[src/rtl/mean_pkg.sv]
package mean_pkg;
  typedef enum logic [2:0] {
    ST_IDLE   = 3'd0,
    ST_ACC    = 3'd1,
    ST_DLOAD  = 3'd2,
    ST_DWAIT  = 3'd3,
    ST_DONE   = 3'd4
  } mean_state_t;
endpackage

[src/rtl/mean_bank.sv]
module mean_bank #(
  parameter int DW = 8,
  parameter int K  = 4,
  localparam int AW = $clog2(K)
) (
  input  logic          clk,
  input  logic          rst_n,
  input  logic          wr_allow,
  input  logic          wr_en,
  input  logic [AW-1:0] wr_addr,
  input  logic [DW-1:0] wr_data,
  input  logic [AW-1:0] rd_sel,
  output logic [DW-1:0] rd_data
);
  logic [K-1:0]    rd_hot;
  logic [K*DW-1:0] bank_flat;
  logic [DW-1:0]   masked [K];

  for (genvar i = 0; i < K; i++) begin : g_slot
    logic [DW-1:0] slot_q;
    assign rd_hot[i] = (rd_sel == AW'(i));
    always_ff @(posedge clk or negedge rst_n) begin
      if (!rst_n)
        slot_q <= '0;
      else if (wr_allow && wr_en && wr_addr == AW'(i))
        slot_q <= wr_data;
    end
    assign bank_flat[i*DW +: DW] = slot_q;
    assign masked[i] = rd_hot[i] ? slot_q : '0;
  end

  always_comb begin
    rd_data = '0;
    for (int i = 0; i < K; i++) rd_data = rd_data | masked[i];
  end

  p_locked_bank_r6: assert property (@(posedge clk) disable iff (!rst_n)
    !wr_allow |=> $stable(bank_flat));
  p_one_select_r7: assert property (@(posedge clk) disable iff (!rst_n)
    $onehot0(rd_hot));
endmodule

[src/rtl/seq_divider.sv]
module seq_divider #(
  parameter int W = 10,
  localparam int CW = $clog2(W + 1)
) (
  input  logic         clk,
  input  logic         rst_n,
  input  logic         go,
  input  logic [W-1:0] dividend,
  input  logic [W-1:0] divisor,
  output logic [W-1:0] quotient,
  output logic         fin
);
  logic [W-1:0]  rem_q, quo_q, dvs_q;
  logic [CW-1:0] step_q;
  logic          busy_q, fin_q;
  logic [W:0]    shifted;
  logic [W+1:0]  trial;
  logic          borrow;

  always_comb begin
    shifted = {rem_q, quo_q[W-1]};
    trial   = {1'b0, shifted} - {2'b00, dvs_q};
    borrow  = trial[W+1];
  end

  always_ff @(posedge clk or negedge rst_n) begin
    if (!rst_n) begin
      rem_q  <= '0;
      quo_q  <= '0;
      dvs_q  <= '0;
      step_q <= '0;
      busy_q <= 1'b0;
      fin_q  <= 1'b0;
    end else if (go) begin
      rem_q  <= '0;
      quo_q  <= dividend;
      dvs_q  <= divisor;
      step_q <= CW'(W);
      busy_q <= 1'b1;
      fin_q  <= 1'b0;
    end else if (busy_q) begin
      rem_q  <= borrow ? shifted[W-1:0] : trial[W-1:0];
      quo_q  <= {quo_q[W-2:0], ~borrow};
      step_q <= step_q - 1'b1;
      if (step_q == CW'(1)) begin
        busy_q <= 1'b0;
        fin_q  <= 1'b1;
      end
    end else begin
      fin_q <= 1'b0;
    end
  end

  assign quotient = quo_q;
  assign fin      = fin_q;

  p_rem_below_divisor_r9: assert property (@(posedge clk) disable iff (!rst_n)
    fin_q |-> (rem_q < dvs_q));
  p_fin_pulse_r8: assert property (@(posedge clk) disable iff (!rst_n)
    fin_q |=> !fin_q);
endmodule

[src/rtl/mean_calc.sv]
module mean_calc #(
  parameter int DW = 8,
  parameter int K  = 4,
  localparam int AW = $clog2(K),
  localparam int SW = DW + AW
) (
  input  logic          clk,
  input  logic          rst_n,
  input  logic          start,
  input  logic          wr_en,
  input  logic [AW-1:0] wr_addr,
  input  logic [DW-1:0] wr_data,
  output logic          done,
  output logic [DW-1:0] mean
);
  import mean_pkg::*;

  mean_state_t   state_q, state_d;
  logic [AW-1:0] cnt_q;
  logic [SW-1:0] acc_q;
  logic [DW-1:0] rd_data;
  logic [SW-1:0] quo;
  logic          cnt_zero, div_go, div_fin, idle;

  assign idle     = (state_q == ST_IDLE);
  assign cnt_zero = (cnt_q == '0);
  assign div_go   = (state_q == ST_DLOAD);

  mean_bank #(.DW(DW), .K(K)) u_bank (
    .clk(clk), .rst_n(rst_n), .wr_allow(idle), .wr_en(wr_en),
    .wr_addr(wr_addr), .wr_data(wr_data), .rd_sel(cnt_q), .rd_data(rd_data)
  );

  seq_divider #(.W(SW)) u_div (
    .clk(clk), .rst_n(rst_n), .go(div_go), .dividend(acc_q),
    .divisor(SW'(K)), .quotient(quo), .fin(div_fin)
  );

  always_comb begin
    state_d = state_q;
    unique case (state_q)
      ST_IDLE:  if (start) state_d = ST_ACC;
      ST_ACC:   if (cnt_zero) state_d = ST_DLOAD;
      ST_DLOAD: state_d = ST_DWAIT;
      ST_DWAIT: if (div_fin) state_d = ST_DONE;
      ST_DONE:  if (!start) state_d = ST_IDLE;
      default:  state_d = ST_IDLE;
    endcase
  end

  always_ff @(posedge clk or negedge rst_n) begin
    if (!rst_n) begin
      state_q <= ST_IDLE;
      cnt_q   <= '0;
      acc_q   <= '0;
    end else begin
      state_q <= state_d;
      if (state_q == ST_IDLE) begin
        acc_q <= '0;
        cnt_q <= AW'(K - 1);
      end else if (state_q == ST_ACC) begin
        acc_q <= acc_q + SW'(rd_data);
        if (!cnt_zero) cnt_q <= cnt_q - 1'b1;
      end
    end
  end

  assign done = (state_q == ST_DONE);
  assign mean = quo[DW-1:0];

  p_sum_no_wrap_r3: assert property (@(posedge clk) disable iff (!rst_n)
    (state_q == ST_ACC) |=> (acc_q >= $past(acc_q)));
  p_done_hold_r4: assert property (@(posedge clk) disable iff (!rst_n)
    (done && start) |=> done);
  p_done_release_r5: assert property (@(posedge clk) disable iff (!rst_n)
    (done && !start) |=> !done);
  p_done_needs_start_r4: assert property (@(posedge clk) disable iff (!rst_n)
    $rose(done) |-> start);
endmodule

[config.mk]
export PLATFORM = sky130hd
export DESIGN_NAME = mean_calc
export DESIGN_NICKNAME = d
export VERILOG_FILES = /design/src/rtl/mean_pkg.sv /design/src/rtl/mean_bank.sv /design/src/rtl/seq_divider.sv /design/src/rtl/mean_calc.sv
export SDC_FILE = /design/constraint.sdc
export NUM_CORES = 1
export LEC_CHECK = 0
export BUFFER_PORTS_ARGS = -buffer_cell sky130_fd_sc_hd__buf_4
export CAP_MARGIN = 20
export CORE_MARGIN = 3
export CORE_UTILIZATION = 60
export DETAILED_ROUTE_END_ITERATION = 8
export GPL_ROUTABILITY_DRIVEN = 0
export PLACE_DENSITY = 0.79
export SYNTH_ARGS = -nofsm -noshare
export SYNTH_HDL_FRONTEND = slang
export SYNTH_SLANG_ARGS = --single-unit
[constraint.sdc]
create_clock -name clk -period 7.6 [get_ports clk]
set_input_delay 0 -clock clk [delete_from_list [all_inputs] [get_ports clk]]
set_output_delay 0 -clock clk [all_outputs]
set_load 0.005 [all_outputs]
==> Word-level counts from Yosys, hierarchy flattened <==
Index checks and enable logic that the tools add are counted.
{ "totals": {"rom_bits": 0, "wordCells": 77, "latchBits": 0, "ram_bits": 0, "ff_bits": 74, "mem_count": 0} }
{ "op_classes": {"multipliers": 0, "n_shift": 0, "bitwise": 4, "muxes": 27, "reduce_logical": 12, "n_eq_ne": 17, "n_addsub": 4, "div_mod_pow": 0, "order_cmp": 0} }
{ "ops": {"columns": ["operator", "n"], "rows": [
  ["two-way mux 10 bit", 7],
  ["two-way mux 8 bit", 4],
  ["bitwise OR 8 bit", 3],
  ["case mux 3 bit (5 select lines)", 1],
  ["two-way mux 3 bit", 4],
  ["subtractor 11 x 3 -> 12 bit", 1],
  ["adder 10 x 8 -> 10 bit", 1],
  ["== test 2 bit, second input constant", 4],
  ["two-way mux 4 bit", 2],
  ["== test 3 x 2 -> 1 bit, second input constant", 2],
  ["two-way mux 1 bit", 6],
  ["two-way mux 2 bit", 3],
  ["inequality test 2 bit, second input constant", 3],
  ["logical AND 1 bit", 5],
  ["== test 2 x 1 -> 1 bit, second input constant", 2],
  ["== test 4 x 1 -> 1 bit, second input constant", 1],
  ["zero test 2 bit", 2],
  ["inequality test 2 x 1 -> 1 bit, second input constant", 2],
  ["AND reduction 4 bit", 1],
  ["nonzero test 2 bit", 2],
  ["subtractor 4 x 1 -> 4 bit, second input constant", 1],
  ["== test 3 x 1 -> 1 bit, second input constant", 1],
  ["== test 3 bit, second input constant", 1],
  ["zero test 3 bit", 1],
  ["other kinds (4)", 4]
]} }

==> Depth between registers and ports, before layout <==
Gate-level depths: netlist of the first run.
{ "logic_depth": {"ltp_word": 8, "ltp_mapped": 12, "depth_no_buf": 11} }

==> Hierarchy <==
Synthesis of the first run repeated with hierarchy kept, for this count alone.
{ "unflattened": {"hier_cells": 416, "hier_area_um2": 4571.9} }
{ "by_module_without_submodules": {"columns": ["mod", "area_per_inst_um2", "seq_area_each_um2", "n_inst", "cells_per_inst"], "rows": [
  ["seq_divider", 2094.5, 900.9, 1, 221],
  ["mean_bank", 1447.6, 800.8, 1, 79],
  ["mean_calc", 1029.7, 375.4, 1, 116]
]} }

==> Worst setup path before layout of the first run <==
OpenSTA, ideal clock, no wires.
{ "synth_path": {"path_type": "reg2reg", "from": "register cnt_q[0]", "to": "register acc_q[8]", "arrival_time_ns": 2.716, "setup_ns": 0.133, "path_slack_ns": 4.751, "path_buffers": 1, "stages_incl_launch_ff": 13, "cell_sequence": "dfrtp_1 inv_1 ha_1 buf_1 a22oi_1 nand2_1 ha_1 fa_1 a211oi_1 o21bai_1 a2111oi_2 or3_1 a21oi_1"} }
{ "synth_via": {"elab_chain_len": 8, "word_cells_on_any_way": 14, "cone_classes": "1 x add/sub; 3 x eq/ne; 6 x mux; 3 x bitwise; 1 x reduce/logical"} }
{ "synth_lines": {"columns": ["element", "line", "rtl"], "rows": [
  ["start: declaration", "mean_calc.sv:19", "logic [AW-1:0] cnt_q;"],
  ["start signal: assignment", "mean_calc.sv:60", "cnt_q <= AW'(K - 1);"],
  ["start signal: assignment", "mean_calc.sv:63", "if (!cnt_zero) cnt_q <= cnt_q - 1'b1;"],
  ["== test 2 x 1 -> 1 bit or zero test 2 bit (tied branches)", "mean_bank.sv:21", "assign rd_hot[i] = (rd_sel == AW'(i));"],
  ["two-way mux 8 bit", "mean_bank.sv:29", "assign masked[i] = rd_hot[i] ? slot_q : '0;"],
  ["bitwise OR 8 bit (2 in a row)", "mean_bank.sv:34", "for (int i = 0; i < K; i++) rd_data = rd_data | masked[i];"],
  ["bitwise OR 8 bit (*)", "mean_bank.sv:34", null],
  ["adder 10 x 8 -> 10 bit (*)", "mean_calc.sv:62", "acc_q <= acc_q + SW'(rd_data);"],
  ["two-way mux 10 bit (*)", "mean_calc.sv:61", "end else if (state_q == ST_ACC) begin"],
  ["two-way mux 10 bit (*)", "mean_calc.sv:58", "if (state_q == ST_IDLE) begin"],
  ["end signal: assignment", "mean_calc.sv:62", null],
  ["end: declaration", "mean_calc.sv:20", "logic [SW-1:0] acc_q;"]
]} }
Mark *: on every way between the ends. The rest lies on a longest branch, timed or not. The select of a mux whose other input is x is not followed.
A chain may end at the register's enable or synchronous reset.

==> Worst setup path after layout of the first run <==
Same ends and word-level chain as after synthesis.

==> run metrics, run 1 <==
initial antenna violation count 0; Crit. End Element flip-flop; metal3 WL 313 um; via count 2621; count leader, synth dfrtp_1; prevailing post-synth register cell dfrtp_1; final setup fails 0; WP data arrival 3300 ps; Worst-path clk slew 80 ps; Hold Fails Final Rpt 0; row count 28; Worst Setup Start Kind flip-flop; Top Ports 23; DIE WIDTH 85.7 um; wire length on met2 3460 um; Adder-Cell Fraction of Synth Area 0.0578; fmax 0.326 GHz; wire per inst 15.8 um; mux cell area share after synthesis 0.137; # fillers 445; Static Leakage 2.00 nW; post-DP HPWL 4850 um; relative slew slack 0.399; Netlist cell types 45; CP max stage cell fa_1; IO Port Bufs 22; Setup TNS 0 ps; GR Overflow Total 0; Root Driver clkbuf_8; P&R area growth vs syn 11.4%; peak supply drop 0.211 mV; Initial Utilization 0.633; CTS tree done; total power 0.00173 W; Avg Cell Area, Syn 11.0 sq um; top post-synthesis cells by count dfrtp_1, nand2_1, mux2_2, o21ai_0, a22oi_1; Post-Synth XOR/XNOR Area 0.0207; Synth top area share 0.486; crit path max fanout 12; outcome finished clean; routed vias/inst 5.84; Worst-Skew Late Latency 350 ps; 1st-iter DRT viols 174; unrepaired setup endpoints after global routing no; Yosys top cell by area dfrtp_1; die footprint 0.00735 sq mm; register area share after synthesis 0.486; worst hold path type input pin to flip-flop; Post-route DRC 0; Simple-Gate Fraction of Synth Area 0.114; final net count 400; FF/Latch Area 0.00185 sq mm; Detail Route Antenna Nets 0; largest family of logic cells by synthesized area compound AO/OA/AOI/OAI gates; worst setup path class flip-flop to flip-flop; multi-input combinational cell area 0.00179 sq mm; Net Count, Synth 378; Buf+Inv Stages, Crit Path 1; number of synthesized flops with an enable pin 0; Worst-Margin Slew 901 ps; Routed met1 length 3210 um; cell area power density 408 mW/mm^2; Clock Sinks 74; dominant cells by area after synthesis dfrtp_1, mux2_2, ha_1; flops & latches, synth 74; layout cells sized above 1 0.227; cts bufs inserted 9; CTS max path bufs 2; period utilization 0.404; Final Skew 9.59 ps; max_cap viols 0; largest net degree at the start of global routing 75; delay of the slowest cell on the worst path 430 ps; ys async rst share 1.00; Worst path most repeated cell ha_1; height of the die 85.7 um; overall fraction of global-route tracks in use 0.214; Max Slew Vio Count 0; hold slack final 104 ps; total core area 0.00603 sq mm; H-tree levels 3; TritonRoute pass-1 iters 4; family with the most delay on the worst path compound AO/OA/AOI/OAI gates; Detailed Route WL 7110 um; global-route wire length before repair 12200 um; Syn Inst Count 347; WP data required 7820 ps; CP Cell Sequence inv_1, ha_1, a22oi_1, nand2_1, ha_1, fa_1, a211oi_1, o21bai_1, a2111oi_2, or3_1, a21oi_1; vias in the first global route 2577; minimum clock period 3070 ps; DR top layer met4; Synth Cell Area 0.00381 sq mm; Compound-Gate Fraction of Synth Area 0.140; Yosys warning count 0; diode count 0
area by class of cell:
type | instances | area share
inverters | 11 | 0.00972
flip-flops and latches | 74 | 0.436
clock buffers | 12 | 0.0389
repair buffers | 34 | 0.0660
clock inverters | 4 | 0.00589
multi-input cells | 239 | 0.421
well taps | 75 | 0.0221
cells by family (layout without fill, tap and decap cells):
kind of cell | Yosys count | in the layout
adder cells (fa/ha/maj) | 17 | 17
AND/OR/NAND/NOR | 82 | 82
buffers and inverters | 34 | 61
AO/OA/AOI/OAI | 83 | 83
multiplexers | 48 | 48
flip-flops | 74 | 74
XOR/XNOR | 9 | 9
metrics by stage:
step	utilization	cell area, sq um	setup WS (ps)	instances
floorplan	-	3810	4750	347
global placement	0.657	3960	4690	423
detailed placement	0.657	3960	4540	423
CTS	0.705	4250	4530	449
global route	0.705	4250	4330	449
finish	0.705	4250	4530	449
cell usage in the layout (no fill, tap or decap), drive strengths merged, types with 10 or more instances in the layout:
master / n
a21oi: 13
a22oi: 18
buf: 24
clkbuf: 12
dfrtp: 74
dlygate4sd3: 10
ha: 16
inv: 11
mux2: 34
mux2i: 14
nand2: 44
nor2: 13
o21ai: 30
worst paths after layout:
kind / from / end / slack [ps] / cells after the start
min: wr_addr[0] / u_bank.g_slot[0].slot_q[4] / 100 / 3
max in group asynchronous: rst_n / u_bank.g_slot[0].slot_q[7] / 6700 / 2
max reg2reg: cnt_q[0] / acc_q[8] / 4530 / 11
min in group asynchronous: rst_n / u_div.rem_q[4] / 320 / 2
min reg2reg: u_div.dvs_q[2] / u_div.dvs_q[2] / 490 / 1
max: cnt_q[0] / acc_q[8] / 4530 / 11
layer usage:
| metal | up-vias | GRT usage |
|---|---|---|
| li1 | 1282 | - |
| met1 | 1273 | 0.283 |
| met2 | 56 | 0.347 |
| met3 | 10 | 0.0413 |
| met4 | 0 | 0.0906 |
| met5 | - | 0 |
timing repair:
| action | 4_1_cts | 5_1_grt |
|---|---|---|
| endpoints found under the hold margin | 108 | 0 |
| endpoints found under the setup margin | 0 | 0 |
| resized for setup | 0 | 0 |
| buffers inserted | 0 | 0 |
| hold buffers | 10 | 0 |
tightest hold or removal path, stage by stage:
cell    delay (ps)
buf_4          120
nor3_4          80
mux2_2         220
power by group:
group / switching, W / internal [W]
clock: 0.000143 / 0.000144
sequential: 0.000145 / 0.000563
combinational: 0.000375 / 0.000362
sequential cells by signal, indices dropped and copies added (netlist names):
signal                count
state_q                   3
cnt_q                     2
u_div.dvs_q               1
u_div.quotient           10
u_div.rem_q              10
acc_q                    10
u_div.step_q              4
u_div.busy_q              1
u_bank.g_slot.slot_q     32
u_div.fin                 1
(Power assumes the default switching activity.)
==> run 2: changes to the inputs <==
--- a/config.mk
+++ b/config.mk
@@ -8,10 +8,10 @@
 export BUFFER_PORTS_ARGS = -buffer_cell sky130_fd_sc_hd__buf_4
 export CAP_MARGIN = 20
 export CORE_MARGIN = 3
-export CORE_UTILIZATION = 60
+export CORE_UTILIZATION = 55
 export DETAILED_ROUTE_END_ITERATION = 8
 export GPL_ROUTABILITY_DRIVEN = 0
-export PLACE_DENSITY = 0.79
+export PLACE_DENSITY = 0.76
 export SYNTH_ARGS = -nofsm -noshare
 export SYNTH_HDL_FRONTEND = slang
 export SYNTH_SLANG_ARGS = --single-unit
==> constraint.sdc (replaced) <==
create_clock -name clk -period 2.5 [get_ports clk]
set_input_delay 0 -clock clk [delete_from_list [all_inputs] [get_ports clk]]
set_output_delay 0 -clock clk [all_outputs]
set_load 0.005 [all_outputs]
==> run 2 against run 1 <==
The run now ends with negative setup slack left. First-iteration DRC count shrank 23%. Largest power group unchanged. Register-to-register slack lost 4600 ps. Largest cell class is now multi-input combinational cells. Critical path depth is the same. Clock skew grew 2.2 ps. Via count grew 3.1%.
==> run metrics, run 2 (synthesis results as in run 1) <==
CP max stage cell dfrtp_1 (was fa_1); largest net degree at the start of global routing 75 (unchanged); initial antenna violation count 0 (unchanged); CTS tree done (unchanged); peak supply drop 0.640 mV (was 0.211 mV); Worst-path clk slew 90 ps (was 80 ps); crit path max fanout 4 (was 12); CTS max path bufs 2 (unchanged); met1 Track Usage GR 0.274 (was 0.283); FF/Latch Area 0.00185 sq mm (about the same); Post-route DRC 0 (unchanged); unrepaired setup endpoints after global routing yes (was no); grt met3 use 0.0571 (was 0.0413); worst setup path class flip-flop to flip-flop (unchanged); met2 Use GR 0.318 (was 0.347); Design Area, Final 0.00450 sq mm (was 0.00425 sq mm); minimum clock period 2550 ps (was 3070 ps); Crit path depth 11 (unchanged); relative slew slack 0.387 (was 0.399); most common cell after layout, fill and taps aside dfrtp_1 (unchanged); Worst-Skew Late Latency 360 ps (was 350 ps); Switch Pwr 0.00224 W (was 0.000663 W); cell area power density 1290 mW/mm^2 (was 408 mW/mm^2); row count 29 (was 28); Buf+Inv Stages, Crit Path 1 (unchanged); Gate power share 0.459 (was 0.426); wire per inst 16.0 um (was 15.8 um); WP data arrival 2780 ps (was 3300 ps); Final Skew 11.8 ps (was 9.59 ps); Setup WS post-layout -46.2 ps (was 4530 ps); Root Driver clkbuf_8 (unchanged); cts bufs inserted 9 (unchanged); GRT Max-Usage Layer met2 (unchanged); Clock power frac 0.169 (was 0.166); Non-Filler Instances 465 (was 449); CP Cell Sequence inv_2, ha_4, a22oi_2, nand2_1, ha_2, fa_2, a211oi_2, o21bai_1, a2111oi_2, or3_1, a21oi_1 (was inv_1, ha_1, a22oi_1, nand2_1, ha_1, fa_1, a211oi_1, o21bai_1, a2111oi_2, or3_1, a21oi_1); H-tree levels 3 (unchanged); IO Port Bufs 22 (unchanged); Worst Setup Start Kind flip-flop (unchanged); delay of the slowest cell on the worst path 420 ps (was 430 ps); overall fraction of global-route tracks in use 0.204 (was 0.214); switch share 0.386 (was 0.383); max_cap viols 0 (unchanged); diode count 0 (unchanged); Post-Place Cells 435 (was 423); FF-to-FF path depth 11 (unchanged); total placed instance area 0.00406 sq mm (was 0.00396 sq mm); GR Overflow Total 0 (unchanged); Hold Path Origin wr_addr[1] (was wr_addr[0]); Static Leakage 2.07 nW (was 2.00 nW); Hold Path Sink u_bank.g_slot[0].slot_q[2] (was u_bank.g_slot[0].slot_q[4]); number of flip-flops in the largest register 32 (unchanged); # fillers 455 (was 445); FF-to-FF Start cnt_q[0] (unchanged); Worst R2R End acc_q[8] (unchanged); Worst-Margin Slew 919 ps (was 901 ps); Initial Utilization 0.584 (was 0.633); height of the die 89.3 um (was 85.7 um); TritonRoute pass-1 iters 4 (unchanged); routed vias/inst 5.81 (was 5.84); post-DP HPWL 5190 um (was 4850 um); Detailed Route WL 7450 um (was 7110 um); global-route wire length before repair 12200 um (about the same); r2r setup slk -50 ps (was 4530 ps); family with the most delay on the worst path compound AO/OA/AOI/OAI gates (unchanged); Max Slew Vio Count 0 (unchanged); most frequent cells in the layout dfrtp_1, nand2_1, buf_4 (was dfrtp_1, nand2_1, mux2_2); outcome complete, but fails checks (was finished clean); Clock Sinks 74 (unchanged); 1st-iter DRT viols 134 (was 174); via count 2702 (was 2621); Largest Register u_bank.g_slot.slot_q (unchanged); period utilization 1.02 (was 0.404); total core area 0.00653 sq mm (was 0.00603 sq mm); Sequential Power Share 0.372 (was 0.408); Hold Fails Final Rpt 0 (unchanged); layout cells sized above 1 0.312 (was 0.227); vias in the first global route 2619 (was 2577); multi-input combinational cell area 0.00191 sq mm (was 0.00179 sq mm); Top Ports 23 (unchanged); hold slack final 101 ps (was 104 ps); P&R area growth vs syn 18.0% (was 11.4%); Crit. End Element flip-flop (unchanged); fmax 0.393 GHz (was 0.326 GHz); violated checks negative setup slack; die footprint 0.00797 sq mm (was 0.00735 sq mm); final setup fails 1 (was 0); DIE WIDTH 89.3 um (was 85.7 um); worst hold path type input pin to flip-flop (unchanged); internal power 0.00357 W (was 0.00107 W); WP data required 2730 ps (was 7820 ps); Setup TNS -46.2 ps (was 0 ps); final net count 414 (was 400); Detail Route Antenna Nets 0 (unchanged); hold depth 3 (unchanged)
==> run 2: tightest hold or removal path, delay by kind of cell <==
kind / cells / cell delay [ps]
buffers and inverters: 1 / 120
multiplexers: 1 / 220
AND/OR/NAND/NOR: 1 / 80
==> run 2: cell type report <==
cell class | instances | area share
clock buffer | 9 | 0.0275
clock inverter | 7 | 0.0186
inverter | 11 | 0.00918
multi-input combinational | 239 | 0.425
sequential | 74 | 0.412
tap | 77 | 0.0214
timing repair buffer | 48 | 0.0865
==> run 2: worst max-delay path by stage <==
stage	start	end	slack (ps)
6_report	cnt_q[0]	acc_q[8]	-50
5_1_grt	cnt_q[0]	acc_q[8]	-180
4_1_cts	cnt_q[0]	acc_q[8]	-2
3_5_place_dp	cnt_q[1]	acc_q[9]	-60
3_3_place_gp	cnt_q[1]	acc_q[8]	10
2_1_floorplan	cnt_q[0]	acc_q[8]	-1
==> run 2: what timing repair did <==
item,4_1_cts,5_1_grt
endpoints found under the setup margin,3,6
buffers inserted,3,1
endpoints found under the hold margin,108,0
hold buffers,10,0
pin swaps,4,4
resized for setup,9,10
==> run 2: through the flow <==
step                total power (W)   util  worst slack, ps
finish                      0.00581  0.689            -46.2
global route                0.00626  0.689             -182
CTS                         0.00567  0.680            -1.56
detailed placement          0.00457  0.622            -58.9
global placement            0.00443  0.622             10.6
floorplan                   0.00397      -            -1.09
==> run 2: power by group through the flow <==
| stage | registers (W) | logic [W] | clock network, W |
|---|---|---|---|
| floorplan | 0.00200 | 0.00197 | 0 |
| global placement | 0.00213 | 0.00231 | 0 |
| detailed placement | 0.00216 | 0.00241 | 0 |
| global route | 0.00222 | 0.00299 | 0.00105 |
| finish | 0.00216 | 0.00267 | 0.000980 |
| CTS | 0.00214 | 0.00253 | 0.00100 |
==> run 2: layer usage <==
metal	share of wire	up-vias
li1	-	1310
met1	0.47	1338
met2	0.48	43
met3	0.030	11
met4	0.013	0
met5	0	-
